===== src/rtl/irq_pkg.sv =====
package irq_pkg;

  typedef enum logic [2:0] {
    SRC_NONE = 3'd0,
    SRC_TRAP = 3'd1,
    SRC_R75  = 3'd2,
    SRC_R65  = 3'd3,
    SRC_R55  = 3'd4,
    SRC_GEN  = 3'd5
  } irq_src_e;

  localparam int NUM_RST = 3;
  localparam int MW_W    = NUM_RST + 2;

  // Restart slot number for each source: the address is slot*8 + 4.
  function automatic logic [3:0] slot_of(irq_src_e s);
    case (s)
      SRC_TRAP: slot_of = 4'd4;
      SRC_R55:  slot_of = 4'd5;
      SRC_R65:  slot_of = 4'd6;
      SRC_R75:  slot_of = 4'd7;
      default:  slot_of = 4'd0;
    endcase
  endfunction

  function automatic logic [15:0] vec_of(irq_src_e s);
    logic [3:0] sl;
    sl = slot_of(s);
    if (sl == 4'd0) vec_of = 16'h0000;
    else            vec_of = {9'd0, sl, 3'b100};
  endfunction

endpackage


===== src/rtl/irq_trap_filter.sv =====
module irq_trap_filter (
  input  logic clk,
  input  logic rst_n,
  input  logic trap_in,
  input  logic served,
  output logic trap_req
);
  logic trap_d;
  logic armed;
  logic rise;

  assign rise     = trap_in & ~trap_d;
  assign trap_req = armed & trap_in;

  always_ff @(posedge clk) begin
    if (!rst_n) begin
      trap_d <= 1'b0;
      armed  <= 1'b0;
    end else begin
      trap_d <= trap_in;
      if (served || !trap_in) armed <= 1'b0;
      else if (rise)          armed <= 1'b1;
    end
  end

  assert_trap_rearm_R9: assert property (@(posedge clk) disable iff (!rst_n)
    served |=> !trap_req);
  assert_trap_level_R9: assert property (@(posedge clk) disable iff (!rst_n)
    trap_req |-> trap_in);
endmodule


===== src/rtl/irq_edge_latch.sv =====
module irq_edge_latch (
  input  logic clk,
  input  logic rst_n,
  input  logic lvl_in,
  input  logic clr,
  output logic hit
);
  logic lvl_d;
  logic rise;

  assign rise = lvl_in & ~lvl_d;

  always_ff @(posedge clk) begin
    if (!rst_n) begin
      lvl_d <= 1'b0;
      hit   <= 1'b0;
    end else begin
      lvl_d <= lvl_in;
      if (rise)     hit <= 1'b1;
      else if (clr) hit <= 1'b0;
    end
  end

  assert_edge_sets_R6: assert property (@(posedge clk) disable iff (!rst_n)
    rise |=> hit);
  assert_edge_clear_R7: assert property (@(posedge clk) disable iff (!rst_n)
    (clr && !rise) |=> !hit);
endmodule


===== src/rtl/irq_prio_sel.sv =====
module irq_prio_sel
  import irq_pkg::*;
#(
  parameter int VEC_W = 16
) (
  input  logic             q_trap,
  input  logic             q_r75,
  input  logic             q_r65,
  input  logic             q_r55,
  input  logic             q_gen,
  output irq_src_e         src,
  output logic [VEC_W-1:0] vec,
  output logic             ext
);
  localparam int NSRC = 5;
  logic [NSRC-1:0] reqs;
  irq_src_e        order [NSRC];

  assign reqs = {q_gen, q_r55, q_r65, q_r75, q_trap};

  always_comb begin
    order[0] = SRC_TRAP;
    order[1] = SRC_R75;
    order[2] = SRC_R65;
    order[3] = SRC_R55;
    order[4] = SRC_GEN;
  end

  always_comb begin
    src = SRC_NONE;
    for (int i = NSRC - 1; i >= 0; i--) begin
      if (reqs[i]) src = order[i];
    end
  end

  logic [15:0] full_vec;
  assign full_vec = vec_of(src);
  assign vec      = full_vec[VEC_W-1:0];
  assign ext      = (src == SRC_GEN);
endmodule


===== src/rtl/irq_restart_ctrl.sv =====
module irq_restart_ctrl
  import irq_pkg::*;
#(
  parameter int VEC_W = 16
) (
  input  logic             clk,
  input  logic             rst_n,
  input  logic             trap_in,
  input  logic             rq75_in,
  input  logic             rq65_in,
  input  logic             rq55_in,
  input  logic             gen_in,
  input  logic             ack,
  input  logic             ei,
  input  logic             mw_valid,
  input  logic [4:0]       mw_data,
  output logic             irq_req,
  output logic [2:0]       irq_src,
  output logic [VEC_W-1:0] irq_vec,
  output logic             irq_ext,
  output logic [6:0]       rd_status
);
  localparam int MSK_LD  = NUM_RST;
  localparam int CLR_75  = NUM_RST + 1;

  logic [NUM_RST-1:0] mask_q;
  logic               en_q;
  logic               l75;
  logic               trap_req;
  irq_src_e           grant;

  // Named internal events for checking.
  logic take;
  logic mask_load;
  logic clr75_wr;
  logic served_trap;
  logic served_75;
  logic q_r75, q_r65, q_r55, q_gen;

  assign take        = ack & (grant != SRC_NONE);
  assign mask_load   = mw_valid & mw_data[MSK_LD];
  assign clr75_wr    = mw_valid & mw_data[CLR_75];
  assign served_trap = take & (grant == SRC_TRAP);
  assign served_75   = take & (grant == SRC_R75);

  assign q_r75 = en_q & ~mask_q[2] & l75;
  assign q_r65 = en_q & ~mask_q[1] & rq65_in;
  assign q_r55 = en_q & ~mask_q[0] & rq55_in;
  assign q_gen = en_q & gen_in;

  irq_trap_filter u_trap (
    .clk      (clk),
    .rst_n    (rst_n),
    .trap_in  (trap_in),
    .served   (served_trap),
    .trap_req (trap_req)
  );

  irq_edge_latch u_l75 (
    .clk    (clk),
    .rst_n  (rst_n),
    .lvl_in (rq75_in),
    .clr    (served_75 | clr75_wr),
    .hit    (l75)
  );

  irq_prio_sel #(.VEC_W(VEC_W)) u_sel (
    .q_trap (trap_req),
    .q_r75  (q_r75),
    .q_r65  (q_r65),
    .q_r55  (q_r55),
    .q_gen  (q_gen),
    .src    (grant),
    .vec    (irq_vec),
    .ext    (irq_ext)
  );

  always_ff @(posedge clk) begin
    if (!rst_n) begin
      mask_q <= '1;
      en_q   <= 1'b0;
    end else begin
      if (mask_load) mask_q <= mw_data[NUM_RST-1:0];
      if (take)      en_q   <= 1'b0;
      else if (ei)   en_q   <= 1'b1;
    end
  end

  assign irq_req   = (grant != SRC_NONE);
  assign irq_src   = grant;
  assign rd_status = {l75, rq65_in, rq55_in, en_q, mask_q};

  assert_mask_hold_R8: assert property (@(posedge clk) disable iff (!rst_n)
    !mask_load |=> $stable(mask_q));
  assert_en_drop_R10: assert property (@(posedge clk) disable iff (!rst_n)
    take |=> !en_q);
  assert_trap_first_R4: assert property (@(posedge clk) disable iff (!rst_n)
    trap_req |-> (irq_src == SRC_TRAP));
  assert_gate_R3: assert property (@(posedge clk) disable iff (!rst_n)
    (irq_req && irq_src != SRC_TRAP) |-> en_q);
  assert_level_R5: assert property (@(posedge clk) disable iff (!rst_n)
    (irq_src == SRC_R65) |-> rq65_in);
  assert_rank_R2: assert property (@(posedge clk) disable iff (!rst_n)
    (irq_src == SRC_R55) |-> (!l75 || mask_q[2]));
endmodule


===== config.mk =====
export PLATFORM = sky130hd
export DESIGN_NAME = irq_restart_ctrl
export DESIGN_NICKNAME = d
export VERILOG_FILES = /design/src/rtl/irq_pkg.sv /design/src/rtl/irq_trap_filter.sv /design/src/rtl/irq_edge_latch.sv /design/src/rtl/irq_prio_sel.sv /design/src/rtl/irq_restart_ctrl.sv
export SDC_FILE = /design/constraint.sdc
export NUM_CORES = 1
export LEC_CHECK = 0
export BUFFER_PORTS_ARGS = -buffer_cell sky130_fd_sc_hd__clkbuf_2
export CAP_MARGIN = 10
export CORE_AREA = 2 2 42 44
export DETAILED_ROUTE_END_ITERATION = 8
export DIE_AREA = 0 0 44 46
export PLACE_DENSITY = 0.71
export SYNTH_ARGS = -nofsm -noshare
export SYNTH_HDL_FRONTEND = slang
export SYNTH_SLANG_ARGS = --single-unit

===== constraint.sdc =====
create_clock -name clk -period 1.42 [get_ports clk]
set_input_delay 0.284 -clock clk [delete_from_list [all_inputs] [get_ports clk]]
set_output_delay 0.284 -clock clk [all_outputs]
set_load 0.02 [all_outputs]

After elaboration in Yosys (flattened, before gate mapping):

Index checks and enable logic that the tools add are counted.
W data, S select, Z words.

* bitwise gates (word level): 22
* muxes and demuxes: 9
* reductions and logical operators: 7
* equality and inequality tests: 5

Operators with widths (number)
* $and A1 B1 Y1: 15
* $mux W3: 5
* $pmux W3 S4: 1
* $eq A3 B2 Y1 const B: 2
* $eq A3 B3 Y1 const B: 2
* $mux W6: 1
* $not A1 Y1: 6
* $logic_not A4 Y1: 1
* $reduce_or A2 Y1: 2
* $eq A3 B1 Y1 const B: 1
* $reduce_bool A3 Y1: 1
* $mux W1: 2
* $reduce_bool A2 Y1: 1
* $logic_not A1 Y1: 1
* $logic_or A1 B1 Y1: 1
* $or A1 B1 Y1: 1

* output and inout port bits: 28
* flip-flop bits (word level): 8
* word-level logic and storage cells: 49
* input bits: 15

Depth between registers and ports, before layout:

* depth in word-level cells: 13
* gate-level depth with buffers: 5
* mapped depth without buffers: 4

Hierarchy:

From an unflattened synthesis, not the netlist that was laid out.

* cells, all modules: 68
* area total of the unflattened synthesis: 573.0 um2

By module, submodules not included
* irq_restart_ctrl: cells each 29, times used 1, area each 251.5 um2, seq. area each 80.1 um2
* irq_prio_sel: cells each 27, times used 1, area each 176.4 um2, seq. area each 0.0 um2
* irq_trap_filter: cells each 6, times used 1, area each 75.1 um2, seq. area each 40.0 um2
* irq_edge_latch: cells each 6, times used 1, area each 70.1 um2, seq. area each 40.0 um2

Worst setup path after synthesis:

Ideal clock, no wire load.

* path type: register to output
* start point: reg mask_q[2]
* end point: out irq_vec[5]
* stages on the path, launching flop included: 6
* arrival: 1.802 ns
* data required time: 1.136 ns
* buffers on the path: 1
* setup slack: -0.666 ns
* cell sequence: dfxtp_1 nand2b_4 nand2_2 a221oi_2 a21boi_0 buf_4

* cells in the longest elaborated chain, start to end: 9

RTL lines
* start, declared: RTL line irq_restart_ctrl.sv:26 `logic [NUM_RST-1:0] mask_q;`
* start signal, assigned: RTL line irq_restart_ctrl.sv:83 `if (mask_load) mask_q <= mw_data[NUM_RST-1:0];`
* $not A1 Y1 *: RTL line irq_restart_ctrl.sv:46 `assign q_r75 = en_q & ~mask_q[2] & l75;`
* $and A1 B1 Y1 * (2 in series): RTL line irq_restart_ctrl.sv:46
* $mux W3 * (2 in series): RTL line irq_prio_sel.sv:32 `if (reqs[i]) src = order[i];`
* via irq_src[2]: RTL line irq_restart_ctrl.sv:18 `output logic [2:0] irq_src,`
* $eq A3 B2 Y1, or another cell as far along: RTL line irq_pkg.sv:17 `case (s)`
* $pmux W3 S4 *: RTL line irq_pkg.sv:17
* $logic_not A4 Y1: RTL line irq_pkg.sv:29 `if (sl == 4'd0) vec_of = 16'h0000;`
* $mux W6 *: RTL line irq_pkg.sv:29
* end, declared: RTL line irq_restart_ctrl.sv:19 `output logic [VEC_W-1:0] irq_vec,`

The timed path passes the listed nets; every way through them passes the cells marked *.

Final worst setup path:

* start point: reg mask_q[1]
* end point: out irq_vec[2]

* cells in the longest elaborated chain, start to end: 10

RTL lines
* $not A1 Y1 *: RTL line irq_restart_ctrl.sv:47 `assign q_r65 = en_q & ~mask_q[1] & rq65_in;`
* $and A1 B1 Y1 * (2 in series): RTL line irq_restart_ctrl.sv:47
* $mux W3 * (3 in series): RTL line irq_prio_sel.sv:32
* $eq A3 B2 Y1, or another cell as far along: RTL line irq_pkg.sv:17
* $pmux W3 S4 *: RTL line irq_pkg.sv:17
* $logic_not A4 Y1 *: RTL line irq_pkg.sv:29
* $mux W6 *: RTL line irq_pkg.sv:29

Mark *: on every way between the ends. The rest lies on a longest branch, timed or not.

==> results.md <==
- The power per standard cell area is 814 nW/um2.
- The overall routing resource usage is 16.4%.
- Global routing used 14.6% of the available met1 tracks.
- Clock latency on the worst-skew pair, taken at its later pin, is 0.26 ns.
- The top cell types in the final layout, fill and taps aside, are 22 x sky130_fd_sc_hd__clkbuf_2, 20 x sky130_fd_sc_hd__buf_4, 12 x sky130_fd_sc_hd__conb_1.
- In this run, the number of DRC markers left after iteration 0 of detailed routing was 6.
- The fill cell total of the finished layout is 123.
- The final hold violation count came to 0.
- Clock-pin slew was measured on the worst setup and hold paths at 0.06 ns.
- The die is 46 um tall.
- The arrival time of data at the critical path endpoint is 1.47 ns.
- The worst path buffer plus inverter count is 2.
- The initial utilization of the core area, before any placement, comes to 33.3%.
- The synthesized design contains 8 register bits.
- The length of the first detailed-routing pass in iterations is 5.
- Setup violations remaining at the end of the flow were counted as 9.
- After routing the design area is 958 um2.
- Entering global routing, the biggest net connects 8 pins.
- The class of the tightest hold or removal check is in -> reg.
- The number of cell rows is 15.
- The routed design has 1.70 mm of wire.
- The count of buffers from port buffering is 30.
- On the critical path the largest part of the delay comes from compound AO/OA/AOI/OAI gates.
- Setup repair after global routing could not meet its margin everywhere.
- The fraction of final layout cells sized beyond drive strength 1 is 63.5%.
- At the worst endpoint, the required time is 1.14 ns.
- The checks that failed: negative setup slack.
- No sink is reached through more buffers than the 2 on the longest clock path.
- The maximum achievable frequency is 0.569 GHz.
- The post-detailed-placement cell area is 771 um2.
- From left edge to right edge, the die measures 44 um.
- The routed layout has 607 vias.
- The total I/O pin count is 43.
- Across the VDD grid, the largest voltage drop is 266 uV.
- Synthesis instantiated 23 different standard cells from the library.
- In this design, the critical path's most frequently occurring cell is sky130_fd_sc_hd__a21boi_4.
- The final estimated routing congestion in global placement is 0.788.
- The synthesized cell area is 537 um2.
- The final critical path takes up 124% of the cycle.
- In this run the number of H-tree levels came out at 1.
- The number of sinks handled by clock tree synthesis is 8.
- The clock tree from TritonCTS is yes.
- The final antenna-violating net count is 0.
- Averaged over all synthesized cells, the footprint is 8.01 um2.
- The area of the die is 2020 um2.
- The tool flagged a number of max-cap violations equal to 0.
- In the final design database the tool counted 131 nets.
- The cell at the root of the clock tree is sky130_fd_sc_hd__clkbuf_4.
- The total congestion overflow after global routing is 0.
- The placement-stage worst setup slack is -0.0707 ns.
- The detailed-route vias per instance is 4.60.
- The number of global-route vias before repair is 543.
- The number of clock buffers added by TritonCTS is 3.
- The met2 layer usage reported by global route is 34.1%.
- Traced cell by cell, the critical path runs through nand2b_4, a21boi_4, o21ai_4, buf_6, a21boi_4, buf_8.
- The Yosys step of the flow raised 0 warnings.
- The slowest stage of the critical path is the sky130_fd_sc_hd__dfxtp_4 cell.
- The peak fanout along the critical path is 5.
- The global-route met3 utilization is 0.397%.
- In this run the static leakage power is 0.514 nW.
- The remaining routing DRC violations is 0.
- The worst setup path is captured at a primary output.
- The most congested layer reported by global routing is met2.
- The critical path is of the reg -> out type.
- The final critical delay including setup and external delays is 1.76 ns.
- The antenna diode count is 0.
- For the final database, setup skew stands at 0.00703 ns.
- The worst-case setup margin in the final layout is -0.338 ns.
- The sequential standard cell area is 174 um2.
- The routed wire length per instance is 12.8 um.
- The first global-routing pass estimated 2.33 mm of wire.
- Leaving out fill and tap cells, the most frequent cell in the layout is sky130_fd_sc_hd__clkbuf_2.
- In the final layout, the multi-input gates occupy 353 um2.
- The share of the yosys chip area belonging to registers is 29.8%.
- The total count of max-transition violations in the final report is 0.
- The initial antenna violation count is 0.
- The detailed placement HPWL is 1.06 mm.
- STA classifies the critical path startpoint as a flop.
- Synthesis produced a netlist whose cell count is 67.
- The run finished, with violations left.
- Relative to the synthesized area, the layout overhead comes to 78.6%.
- The largest single stage delay on the critical path is 0.34 ns.
- The area of the core is 1610 um2.
==> metal layers <==
layer	part of all wire, %	wire, um	up-vias
met5	0	0	-
met3	5.5	93	0
li1	-	-	297
met2	60	1010	37
met1	35	590	273
met4	0	0	0
==> stage by stage <==
step | total power [W] | hold slack, ns | cells | TNS [ns] | utilization [%]
6_report | 0.000780 | 0.233 | 132 | -2.00 | 59.4
5_1_grt | 0.000814 | 0.239 | 132 | -2.39 | 59.4
4_1_cts | 0.000762 | 0.220 | 130 | -2.02 | 57.7
3_5_place_dp | 0.000508 | 0.426 | 120 | -0.213 | 47.8
3_3_place_gp | 0.000503 | 0.417 | 120 | -0.113 | 47.8
2_1_floorplan | 0.000446 | 0.355 | 78 | -0.295 | -
==> cells in the mapped netlist <==
cell | n | area, um2
sky130_fd_sc_hd__buf_4 | 17 | 128
sky130_fd_sc_hd__nand2_1 | 9 | 33.8
sky130_fd_sc_hd__dfxtp_1 | 8 | 160
sky130_fd_sc_hd__nand3_1 | 8 | 40.0
sky130_fd_sc_hd__inv_1 | 3 | 11.3
sky130_fd_sc_hd__a21oi_1 | 2 | 10.0
sky130_fd_sc_hd__and2_1 | 2 | 12.5
sky130_fd_sc_hd__nand2b_4 | 2 | 27.5
sky130_fd_sc_hd__o21ai_0 | 2 | 10.0
sky130_fd_sc_hd__a21boi_0 | 1 | 7.51
sky130_fd_sc_hd__a21boi_1 | 1 | 7.51
sky130_fd_sc_hd__a21oi_2 | 1 | 8.76
sky130_fd_sc_hd__a221oi_2 | 1 | 15.0
sky130_fd_sc_hd__a22o_2 | 1 | 10.0
sky130_fd_sc_hd__a31oi_1 | 1 | 6.26
sky130_fd_sc_hd__conb_1 | 1 | 3.75
sky130_fd_sc_hd__nand2_2 | 1 | 6.26
sky130_fd_sc_hd__nand2b_1 | 1 | 6.26
sky130_fd_sc_hd__nand4_1 | 1 | 6.26
sky130_fd_sc_hd__nor2_1 | 1 | 3.75
sky130_fd_sc_hd__nor3b_1 | 1 | 7.51
sky130_fd_sc_hd__o21ai_2 | 1 | 8.76
sky130_fd_sc_hd__o22ai_1 | 1 | 6.26
==> flip-flops by register name, indices dropped and copies added (netlist names) <==
| signal | flops |
|---|---|
| u_l75.hit | 1 |
| u_trap.trap_d | 1 |
| en_q | 1 |
| u_trap.armed | 1 |
| u_l75.lvl_d | 1 |
| mask_q | 3 |
==> final timing paths <==
| kind | slack [ns] | from | endpoint | cells after the start |
|---|---|---|---|---|
| worst min register to register | 0.43 | u_l75.lvl_d$_SDFF_PN0_ | u_l75.hit$_SDFFE_PN0P_ | 1 |
| worst max register to register | 0.09 | mask_q[1]$_SDFFE_PN1P_ | en_q$_SDFFE_PP0P_ | 6 |
| worst min-delay path | 0.23 | ack | en_q$_SDFFE_PP0P_ | 2 |
| worst max-delay path | -0.34 | mask_q[1]$_SDFFE_PN1P_ | irq_vec[2] | 6 |
==> cell type report <==
| type | count | share of cell area (%) |
|---|---|---|
| clock buffers | 4 | 2.74 |
| inverters | 3 | 1.17 |
| repair buffers | 50 | 38.9 |
| multi-input cells | 50 | 36.8 |
| flip-flops and latches | 8 | 18.1 |
| well taps | 17 | 2.22 |
==> report_power, final <==
| group | switching [W] | internal [W] |
|---|---|---|
| clock | 0.0000872 | 0.000108 |
| combinational | 0.000173 | 0.000158 |
| sequential | 0.0000132 | 0.000240 |
| total | 0.000273 | 0.000506 |
==> kinds of logic (layout without fill, tap and decap cells) <==
group           after synthesis  in the layout  share of synthesized area (%)
compound gates               12             12                           16.8
buf+inv                      20             57                           25.9
flops                         8              8                           29.8
other cells                   1             12                          0.699
simple gates                 26             26                           26.8
==> timing repair <==
item | 4_1_cts | 5_1_grt
setup buffers | 6 | 2
pin swaps | 5 | 5
endpoints found under the hold margin | 0 | 0
hold buffers | 0 | 0
endpoints found under the setup margin | 9 | 9
resized for setup | 21 | 9
No activity file was read; power rests on OpenSTA's default activity.
